File: src/rtl/buslk_pkg.sv
package buslk_pkg;
   typedef enum logic [2:0] {
      ST_IDLE      = 3'd0,
      ST_ARMED     = 3'd1,
      ST_HELD      = 3'd2,
      ST_RELEASING = 3'd3,
      ST_TRIP      = 3'd4
   } lk_state_t;
endpackage

File: src/rtl/buslk_budget.sv
module buslk_budget #(
   parameter int BUDGET   = 32,
   parameter bit COUNT_UP = 1'b1
) (
   input  logic clk,
   input  logic rst_n,
   input  logic clear,
   input  logic tick,
   output logic expired
);
   localparam int CW   = (BUDGET > 2) ? $clog2(BUDGET) : 1;
   localparam int LAST = BUDGET - 1;

   generate
      if (BUDGET < 2) begin : g_bad_budget
         $error("buslk_budget: BUDGET must be at least 2");
      end
   endgenerate

   logic [CW-1:0] cnt;

   generate
      if (COUNT_UP) begin : g_up
         assign expired = tick && !clear && (cnt == CW'(LAST));
         always_ff @(posedge clk or negedge rst_n) begin
            if (!rst_n)                cnt <= '0;
            else if (clear)            cnt <= '0;
            else if (tick && !expired) cnt <= cnt + 1'b1;
         end
      end else begin : g_down
         assign expired = tick && !clear && (cnt == '0);
         always_ff @(posedge clk or negedge rst_n) begin
            if (!rst_n)                cnt <= CW'(LAST);
            else if (clear)            cnt <= CW'(LAST);
            else if (tick && !expired) cnt <= cnt - 1'b1;
         end
      end
   endgenerate

   // a fresh budget cannot be spent on the very next strobe
   AST_NO_EARLY_EXPIRE: assert property (@(posedge clk) disable iff (!rst_n)
      $past(clear) |-> !expired);
endmodule

File: src/rtl/buslk_fsm.sv
module buslk_fsm
   import buslk_pkg::*;
(
   input  logic      clk,
   input  logic      rst_n,
   input  logic      lock_cmd,
   input  logic      unlock_cmd,
   input  logic      retire,
   input  logic      mem_access,
   input  logic      cache_miss,
   input  logic      expired,
   output logic      cnt_clear,
   output logic      cnt_tick,
   output lk_state_t state
);
   lk_state_t nxt;

   assign cnt_clear = (state == ST_HELD) && unlock_cmd;
   assign cnt_tick  = (state == ST_RELEASING) && retire && !mem_access;

   always_comb begin
      nxt = state;
      unique case (state)
         ST_IDLE:      if (lock_cmd) nxt = ST_ARMED;
         ST_ARMED: begin
            if (unlock_cmd)                    nxt = ST_IDLE;
            else if (mem_access && cache_miss) nxt = ST_HELD;
         end
         ST_HELD:      if (unlock_cmd) nxt = ST_RELEASING;
         ST_RELEASING: begin
            if (mem_access)   nxt = ST_IDLE;
            else if (expired) nxt = ST_TRIP;
         end
         ST_TRIP:      nxt = ST_IDLE;
         default:      nxt = ST_IDLE;
      endcase
   end

   always_ff @(posedge clk or negedge rst_n) begin
      if (!rst_n) state <= ST_IDLE;
      else        state <= nxt;
   end

   AST_LOCK_NEEDS_MISS: assert property (@(posedge clk) disable iff (!rst_n)
      (state == ST_HELD && $past(state) != ST_HELD) |-> $past(mem_access && cache_miss));
   AST_RELEASE_NEEDS_ACCESS: assert property (@(posedge clk) disable iff (!rst_n)
      (state == ST_IDLE && $past(state) == ST_RELEASING) |-> $past(mem_access));
   AST_TRIP_ONE_CYCLE: assert property (@(posedge clk) disable iff (!rst_n)
      (state == ST_TRIP) |=> (state == ST_IDLE));
   AST_TRIP_AFTER_RETIRE: assert property (@(posedge clk) disable iff (!rst_n)
      (state == ST_TRIP) |-> ($past(state) == ST_RELEASING && $past(retire) && !$past(mem_access)));
   AST_IDLE_IGNORES_UNLOCK: assert property (@(posedge clk) disable iff (!rst_n)
      ($past(state) == ST_IDLE && !$past(lock_cmd)) |-> (state == ST_IDLE));
endmodule

File: src/rtl/buslk_decode.sv
module buslk_decode
   import buslk_pkg::*;
(
   input  logic      clk,
   input  logic      rst_n,
   input  lk_state_t state,
   output logic      bus_locked,
   output logic      irq_mask,
   output logic      fault
);
   assign bus_locked = (state == ST_HELD) || (state == ST_RELEASING);
   assign irq_mask   = bus_locked;
   assign fault      = (state == ST_TRIP);

   AST_FAULT_FREES_BUS: assert property (@(posedge clk) disable iff (!rst_n)
      fault |-> (!bus_locked && !irq_mask));
   AST_FAULT_PULSE: assert property (@(posedge clk) disable iff (!rst_n)
      fault |=> !fault);
endmodule

File: src/rtl/buslk_ctrl.sv
module buslk_ctrl #(
   parameter int BUDGET   = 32,
   parameter bit COUNT_UP = 1'b1
) (
   input  logic clk,
   input  logic rst_n,
   input  logic lock_cmd,
   input  logic unlock_cmd,
   input  logic retire,
   input  logic mem_access,
   input  logic cache_miss,
   output logic bus_locked,
   output logic irq_mask,
   output logic fault
);
   import buslk_pkg::*;

   lk_state_t state;
   logic      cnt_clear, cnt_tick, expired;

   buslk_fsm u_fsm (
      .clk        (clk),
      .rst_n      (rst_n),
      .lock_cmd   (lock_cmd),
      .unlock_cmd (unlock_cmd),
      .retire     (retire),
      .mem_access (mem_access),
      .cache_miss (cache_miss),
      .expired    (expired),
      .cnt_clear  (cnt_clear),
      .cnt_tick   (cnt_tick),
      .state      (state)
   );

   buslk_budget #(.BUDGET(BUDGET), .COUNT_UP(COUNT_UP)) u_budget (
      .clk     (clk),
      .rst_n   (rst_n),
      .clear   (cnt_clear),
      .tick    (cnt_tick),
      .expired (expired)
   );

   buslk_decode u_dec (
      .clk        (clk),
      .rst_n      (rst_n),
      .state      (state),
      .bus_locked (bus_locked),
      .irq_mask   (irq_mask),
      .fault      (fault)
   );
endmodule

File: config.mk
export PLATFORM = sky130hd
export DESIGN_NAME = buslk_ctrl
export DESIGN_NICKNAME = d
export VERILOG_FILES = /design/src/rtl/buslk_pkg.sv /design/src/rtl/buslk_budget.sv /design/src/rtl/buslk_fsm.sv /design/src/rtl/buslk_decode.sv /design/src/rtl/buslk_ctrl.sv
export SDC_FILE = /design/constraint.sdc
export NUM_CORES = 1
export LEC_CHECK = 0
export BUFFER_PORTS_ARGS = -buffer_cell sky130_fd_sc_hd__buf_2
export CORE_AREA = 3 3 40 42
export CTS_CLUSTER_SIZE = 40
export DETAILED_ROUTE_END_ITERATION = 12
export DIE_AREA = 0 0 43 45
export SLEW_MARGIN = 20
export SYNTH_ARGS = -nofsm -noshare
export SYNTH_HDL_FRONTEND = slang
export SYNTH_SLANG_ARGS = --single-unit
File: constraint.sdc
create_clock -name clk -period 3.23 [get_ports clk]
set_input_delay 0 -clock clk [delete_from_list [all_inputs] [get_ports clk]]
set_output_delay 0 -clock clk [all_outputs]
set_load 0.02 [all_outputs]
== Word level (Yosys, flattened, before mapping) ==
Index checks and enable logic that the tools add are counted.

* Bits in registers: 8
* Input port bits: 7
* Output and inout bits: 3
* Logic and storage cells: 35

* Add/sub/neg operators: 1
* Equality and inequality tests: 9
* Mux-type cells: 9
* Reductions and logical operators: 14

{| class="wikitable"
|+ Operator list
! cell !! count
|-
| two-way mux 3 bit || 6
|-
| one-hot mux 3 bit (4 select lines) || 1
|-
| two-way mux 5 bit || 2
|-
| logical AND 1 bit || 7
|-
| equality test 3 x 2 -> 1 bit, second input constant || 2
|-
| adder 5 x 1 -> 5 bit, second input constant || 1
|-
| equality test 5 bit, second input constant || 1
|-
| != test 2 bit, second input constant || 2
|-
| AND reduction 4 bit || 1
|-
| equality test 3 x 1 -> 1 bit, second input constant || 1
|-
| equality test 3 bit, second input constant || 1
|-
| logical NOT 1 bit || 3
|-
| logical NOT 3 bit || 1
|-
| != test 3 x 2 -> 1 bit, second input constant || 1
|-
| != test 3 bit, second input constant || 1
|-
| nonzero test 2 bit || 1
|-
| logical OR 1 bit || 1
|}

== Logic depth before layout (Yosys ltp) ==
Gate-level depths: netlist (run 1).

* Depth after elaboration: 9
* Gate-level depth with buffers: 6
* Depth with buffers taken out: 6

== By module ==
Synthesis (run 1) repeated with hierarchy kept, for this count alone.

* Cell total of the unflattened synthesis: 47
* Area, all modules: 505.5 sq um

{| class="wikitable"
|+ By module, submodules not included
! module !! instances !! cells each !! area an instance (sq um)
|-
| buslk_budget || 1 || 25 || 256.5
|-
| buslk_fsm || 1 || 19 || 220.2
|-
| buslk_decode || 1 || 3 || 28.8
|}

== Worst setup path after synthesis (run 1) ==
OpenSTA, ideal clock, no wires.

* Path type: flip-flop to flip-flop
* Start: register u_budget.cnt[0]
* End: register u_budget.cnt[3]
* Library setup time: 0.077 ns
* Data arrival time: 1.683 ns
* Setup slack: 1.470 ns
* Cell stages (with the launch flop): 7
* Buffers on the path: 0
* Cell sequence: dfrtp_1 > ha_1 > and3_1 > ha_1 > nand2b_1 > or4_1 > a21oi_1

* Cells in the longest elaborated chain, start to end: 5
* Elaborated cells between the ends (all ways): 8
* Those cells by class: add/sub (1); eq/ne (1); mux (2); reduce/logical (4)

{| class="wikitable"
|+ RTL lines
! what !! RTL line !! source
|-
| from (decl) || buslk_budget.sv:20 || <nowiki>logic [CW-1:0] cnt;</nowiki>
|-
| from (signal assigned) || buslk_budget.sv:28 || <nowiki>else if (tick && !expired) cnt <= cnt + 1'b1;</nowiki>
|-
| parallel branches: the longest is 5 deep, another holds adder 5 x 1 -> 5 bit || -- ||
|}

Parallel ways; which one is timed is not known. The select of a mux whose other input is x is not followed.
A chain may end at the register's enable or synchronous reset.

== Final worst setup path (run 1) ==
Ends and elaborated chain as after synthesis.

==> flow_summary.yaml, run 1 <==
clock_tree:
  clock_latency_ns: 0.25
  numCtsBuffers: 3
  cts.hold.buffers_added: 1
  post_cts_buffers: 0
  cts-resized-gates: 0
  root_buffer: "clkbuf_4"
  worst_setup_hold_path_clk_slew_ns: 0.05
  clockBufferDepth: 2
  cts_tree: "done"
  h-tree-depth: 1
  cts_sinks: 8
synthesis:
  synth_warnings: 0
  syn_avg_cell_area_um2: 10.2
  ys_ff_latch: 8
  yosys-top-cells-area: "dfrtp_1, nand4bb_4, a21oi_1"
  synthCells: 49
  synth_top_cell_by_area: "dfrtp_1"
  yosys.area.top_type_share_pct: 40.2
  syn_area_um2: 498
  seq_area_frac_synth_pct: 40.2
  ys_types: 25
  synth.net_count: 58
flow_run:
  maxCapViolCount: 0
drt:
  drt-pass1-iter-count: 2
  vias_per_cell: 5.47
  vias: 410
  drt.antenna.violating_nets: 0
  avgRoutedWirePerCell_um: 12.6
  route.detailed.drc: 0
  routed_wl_um: 943
  drtIter0Drc: 5
grt:
  grt-busiest-layer: "met1"
  met3_usage_pct: 3.98
  grt_pass1_vias: 338
  grtUsageTotal_pct: 10.8
  grtUsageMet1_pct: 15.3
  overflow: 0
  grt_pass1_wl_um: 1530
  grt_start_max_net_pins: 11
  use_met2_pct: 14.4
  antenna_found_initial: 0
run_status:
  outcome: "finished, final reports clean"
timing:
  timing.fmax_mhz: 534
  timing.setup.tns_ns: 0
  slew_headroom_pct: 79.0
  skew_ns: 0.00397
  slew_viol_final: 0
  fin_ws_ns: 1.36
  setup_viol: 0
  min_period_ns: 1.87
  grt_setup_unrepaired: "false"
  hold_viol: 0
  tightest_slew_ns: 0.315
  min_period_over_period_pct: 57.9
worst_setup_path:
  cp-start-kind: "register"
  worstSetupPathType: "register to register"
  crit_required_ns: 3.41
  crit_arrival_ns: 2.05
  worst_setup_path_end_kind: "register"
  crit_fanout: 6
power:
  p_int_uw: 231
  p_sw_uw: 142
  peakVddDrop_uv: 280
  p_leak_uw: 0.000263
  p_sw_share_pct: 38.1
  comb_power_share_pct: 35.1
  power_density_mw_per_mm2: 641
  power.share.clock_pct: 20.3
  pwr-share-seq_pct: 44.6
placement:
  portBuffers: 9
  gp_congestion: 0.754
  post-place-ws_ns: 1.39
  dp_hpwl_um: 720
die:
  placementRows: 13
  die_y_um: 45
  dieArea_mm2: 0.00194
  die_x_um: 43
  coreArea_mm2: 0.00128
  start_util_pct: 38.8
  pin_count: 10
min_path:
  hold_class: "input pin to register"
layout:
  drive_gt1_share_pct: 28.3
  finish.utilization_pct: 45.3
  area_growth_pct: 16.8
  num-fill-cells: 138
  diodes: 0
  final_nets: 71
## cell usage in the layout, fill, tap and decap left out
| cell type | instances |
|---|---|
| buf_2 | 9 |
| dfrtp_1 | 8 |
| a21oi_1 | 5 |
| nand3_1 | 4 |
| o21ai_0 | 4 |
| nor3_1 | 3 |
| clkbuf_4 | 3 |
| nor2b_1 | 2 |
| nand2b_1 | 2 |
| and4bb_2 | 2 |
| mux2i_1 | 2 |
| ha_1 | 2 |
| and3_1 | 1 |
| inv_1 | 1 |
| nand4bb_4 | 1 |
| nand2_1 | 1 |
| nor2_1 | 1 |
| o31ai_1 | 1 |
| or4_1 | 1 |
| or3_2 | 1 |
| or3b_2 | 1 |
| a32oi_1 | 1 |
| or4b_1 | 1 |
| nor4_1 | 1 |
| a211o_1 | 1 |
| dlygate4sd3_1 | 1 |
## cell usage after synthesis
library cell	instances
buf_4	1
nand2b_1	2
dfrtp_1	8
nand3_1	4
mux2i_1	2
a32oi_1	1
buf_2	1
ha_1	2
or3_2	1
or4_1	1
a211o_1	1
nor2_1	1
a21oi_1	5
or3b_2	1
nor4_1	1
nor2b_1	2
nor3_1	3
and3_1	1
or4b_1	1
and4bb_2	2
nand4bb_4	1
o21ai_0	4
inv_1	1
nand2_1	1
o31ai_1	1
## routing by layer
| layer | vias up | share of wire, % | wire length [um] |
|---|---|---|---|
| met5 | - | 0 | 0 |
| met4 | 0 | 1.6 | 15 |
| met3 | 2 | 6.0 | 57 |
| met2 | 10 | 43 | 406 |
| met1 | 189 | 49 | 464 |
| li1 | 209 | - | - |
## per-stage QoR
step	cells	instance area, um^2	total power [uW]	hold WS, ns
detailed placement	71	549	298	-0.146
floorplan	49	498	272	-0.296
global placement	71	549	297	-0.147
CTS	75	582	377	0.0738
global route	75	582	402	0.0898
finish	75	582	373	0.0671
## critical path, cell delays in order (launching register included)
cell and delay (ns):
dfrtp_1 0.40, ha_1 0.21, and3_1 0.14, ha_1 0.20, nand2b_1 0.22, or4_1 0.48
a21oi_1 0.15
## power by group through the flow
stage | clock network, uW | registers (uW) | logic [uW]
floorplan | 0 | 145 | 127
global placement | 0 | 167 | 130
detailed placement | 0 | 167 | 131
CTS | 79.2 | 165 | 132
global route | 84.1 | 173 | 144
finish | 75.8 | 166 | 131
## final timing paths
path	startpoint	end	slack, ns	cells after the start
worst min-delay path	retire	u_fsm.state[2]	0.07	3
min in group asynchronous	rst_n	u_budget.cnt[0]	0.11	2
worst max register to register	u_budget.cnt[0]	u_budget.cnt[3]	1.36	6
worst min register to register	u_budget.cnt[2]	u_budget.cnt[2]	0.51	1
max in group asynchronous	rst_n	u_fsm.state[1]	2.95	2
worst max-delay path	u_budget.cnt[0]	u_budget.cnt[3]	1.36	6
## area by class of cell
type	count	area, um^2	area share [%]
multi-input cells	38	282	48.4
flip-flops and latches	8	200	34.4
repair buffers	10	55.1	9.46
clock buffers	3	22.5	3.87
well taps	15	18.8	3.23
inverters	1	3.75	0.645
## cells by family after synthesis
logic type,share of synthesized area (%)
multiplexers,4.02
flip-flops,40.2
adder cells (fa/ha/maj),5.02
AND/OR/NAND/NOR,33.4
buffers and inverters,3.27
AO/OA/AOI/OAI,14.1
## sequential cells by signal, summed over array words and instances, names as in the netlist
signal and flops:
u_budget.cnt 5, u_fsm.state 3
Note: power is estimated with default switching activity, not from simulation.
==> inputs of run 2 (changes only) <==
- clock period: 3.23 -> 1.9 ns (I/O delays scaled with it)
==> run 2 against run 1 <==
Against the previous run: flip-flop and latch count is the same; largest power group unchanged; clock skew is essentially flat; register-to-register slack lost 1.2 ns; critical endpoint unchanged; die area is the same; via count grew 1.7%; clock power grew 66%; critical path type unchanged; non-clock buffer count grew 1; count of clock-buffer cells in the layout is the same; global-route usage grew 0.44 points; sequential share of layout area shrank 0.87 points.
==> flow_summary.yaml, run 2 (same netlist as run 1, synthesis figures left out) <==
worst_setup_path:
  crit_arrival_ns: 1.96
  worstSetupPathType: "register to register"
  crit_fanout: 4
  reg2regPathDepth: 6
  crit_chain: "ha_1, and3_1, ha_1, nand2b_4, or4_1, a21oi_1"
  path_common_cell: "ha_1"
  worst_setup_path_end_kind: "register"
  crit_required_ns: 2.08
  cpPeakStageDelay_ns: 0.46
  crit_slowest_cell: "or4_1"
  cp-start-kind: "register"
drt:
  drtIter0Drc: 5
  vias: 417
  drt.antenna.violating_nets: 0
  route.detailed.drc: 0
  avgRoutedWirePerCell_um: 12.1
  drt-pass1-iter-count: 2
  vias_per_cell: 5.49
  routed_wl_um: 923
power:
  p_leak_uw: 0.000269
  power_density_mw_per_mm2: 1060
  peakVddDrop_uv: 394
min_path:
  hold_path_depth: 3
  hold_class: "input pin to register"
timing:
  slew_headroom_pct: 78.7
  timing.setup.tns_ns: 0
  skew_ns: 0.00425
  hold_viol: 0
  timing.fmax_mhz: 561
  tightest_slew_ns: 0.320
  min_period_over_period_pct: 93.9
  setup_viol: 0
  min_period_ns: 1.78
  slew_viol_final: 0
  grt_setup_unrepaired: "false"
layout:
  final_nets: 72
  final_common_cell: "buf_2"
  final_cell_mix: "buf_2, dfrtp_1, a21oi_1"
  top_register: "u_budget.cnt"
  fin_area_um2: 597
  finish.utilization_pct: 46.4
  reg_top3: "u_budget.cnt: 5 flops, u_fsm.state: 3 flops"
  largest_register_ffs: 5
  diodes: 0
  area_growth_pct: 19.8
  drive_gt1_share_pct: 31.1
die:
  pin_count: 10
  coreArea_mm2: 0.00128
  dieArea_mm2: 0.00194
  die_x_um: 43
  start_util_pct: 38.8
  placementRows: 13
  die_y_um: 45
grt:
  overflow: 0
  antenna_found_initial: 0
  grtUsageTotal_pct: 11.3
  grt_pass1_vias: 356
  grt_start_max_net_pins: 11
  grt_pass1_wl_um: 1570
placement:
  gp_congestion: 0.781
  portBuffers: 9
  dpl_cell_area_um2: 557
  dp_hpwl_um: 696
clock_tree:
  worst_setup_hold_path_clk_slew_ns: 0.05
  h-tree-depth: 1
  root_buffer: "clkbuf_4"
  cts_sinks: 8
  clockBufferDepth: 2
  clock_latency_ns: 0.25
  numCtsBuffers: 3
  cts_tree: "done"
flow_run:
  maxCapViolCount: 0
run_status:
  outcome: "finished, final reports clean"
run 2: area by class of cell:
cell class / count / area [um^2]
Tap cell: 15 / 18.8
Clock buffer: 3 / 22.5
Timing Repair Buffer: 11 / 62.6
Fill cell: 120 / 688
Inverter: 1 / 3.75
Multi-Input combinational cell: 38 / 289
Sequential cell: 8 / 200
run 2: power breakdown:
| part | internal [uW] | switching (uW) | total [uW] |
|---|---|---|---|
| Clock | 72.0 | 54.1 | 126 |
| Sequential | 211 | 72.2 | 283 |
| Combinational | 112 | 111 | 223 |
| Total | 394 | 238 | 632 |
run 2: path summary, 6_finish.rpt:
| check | from | endpoint | slack (ns) |
|---|---|---|---|
| worst min register to register | u_budget.cnt[2] | u_budget.cnt[2] | 0.51 |
| worst max register to register | u_budget.cnt[0] | u_budget.cnt[3] | 0.12 |
| worst min-delay path | lock_cmd | u_fsm.state[1] | 0.1 |
| min in group asynchronous | rst_n | u_budget.cnt[0] | 0.12 |
| max in group asynchronous | rst_n | u_fsm.state[1] | 1.61 |
| worst max-delay path | u_budget.cnt[0] | u_budget.cnt[3] | 0.12 |
run 2: repair_timing:
action	4_1_cts	5_1_grt
hold buffers	1	0
setup endpoints to repair	0	1
buffers inserted	0	0
endpoints found under the hold margin	8	0
gates resized for setup	0	1
run 2: layer usage:
layer	up-vias	wire length [um]	track usage, %
li1	213	-	-
met1	195	425	13.4
met2	7	433	17.1
met3	2	55	4.38
met4	0	8	7.23
met5	-	0	0
run 2: per-stage QoR:
step           hold WS, ns  setup WS, ns  std cells  power [uW]
6_report            0.0991         0.116         76         632
2_1_floorplan       -0.296         0.140         49         463
4_1_cts             0.0701        0.0710         76         642
3_3_place_gp        -0.148         0.102         72         506
5_1_grt             0.0996        0.0227         76         686
3_5_place_dp        -0.148        0.0819         72         509
run 2: worst max-delay path, delay by kind of cell, from the launching register on:
family                     cells  cell delay (ns)
adders and majority gates      2             0.41
AOI/OAI and AO/OA              1             0.14
and+or+nand+nor                3             0.75
DFF                            1             0.40
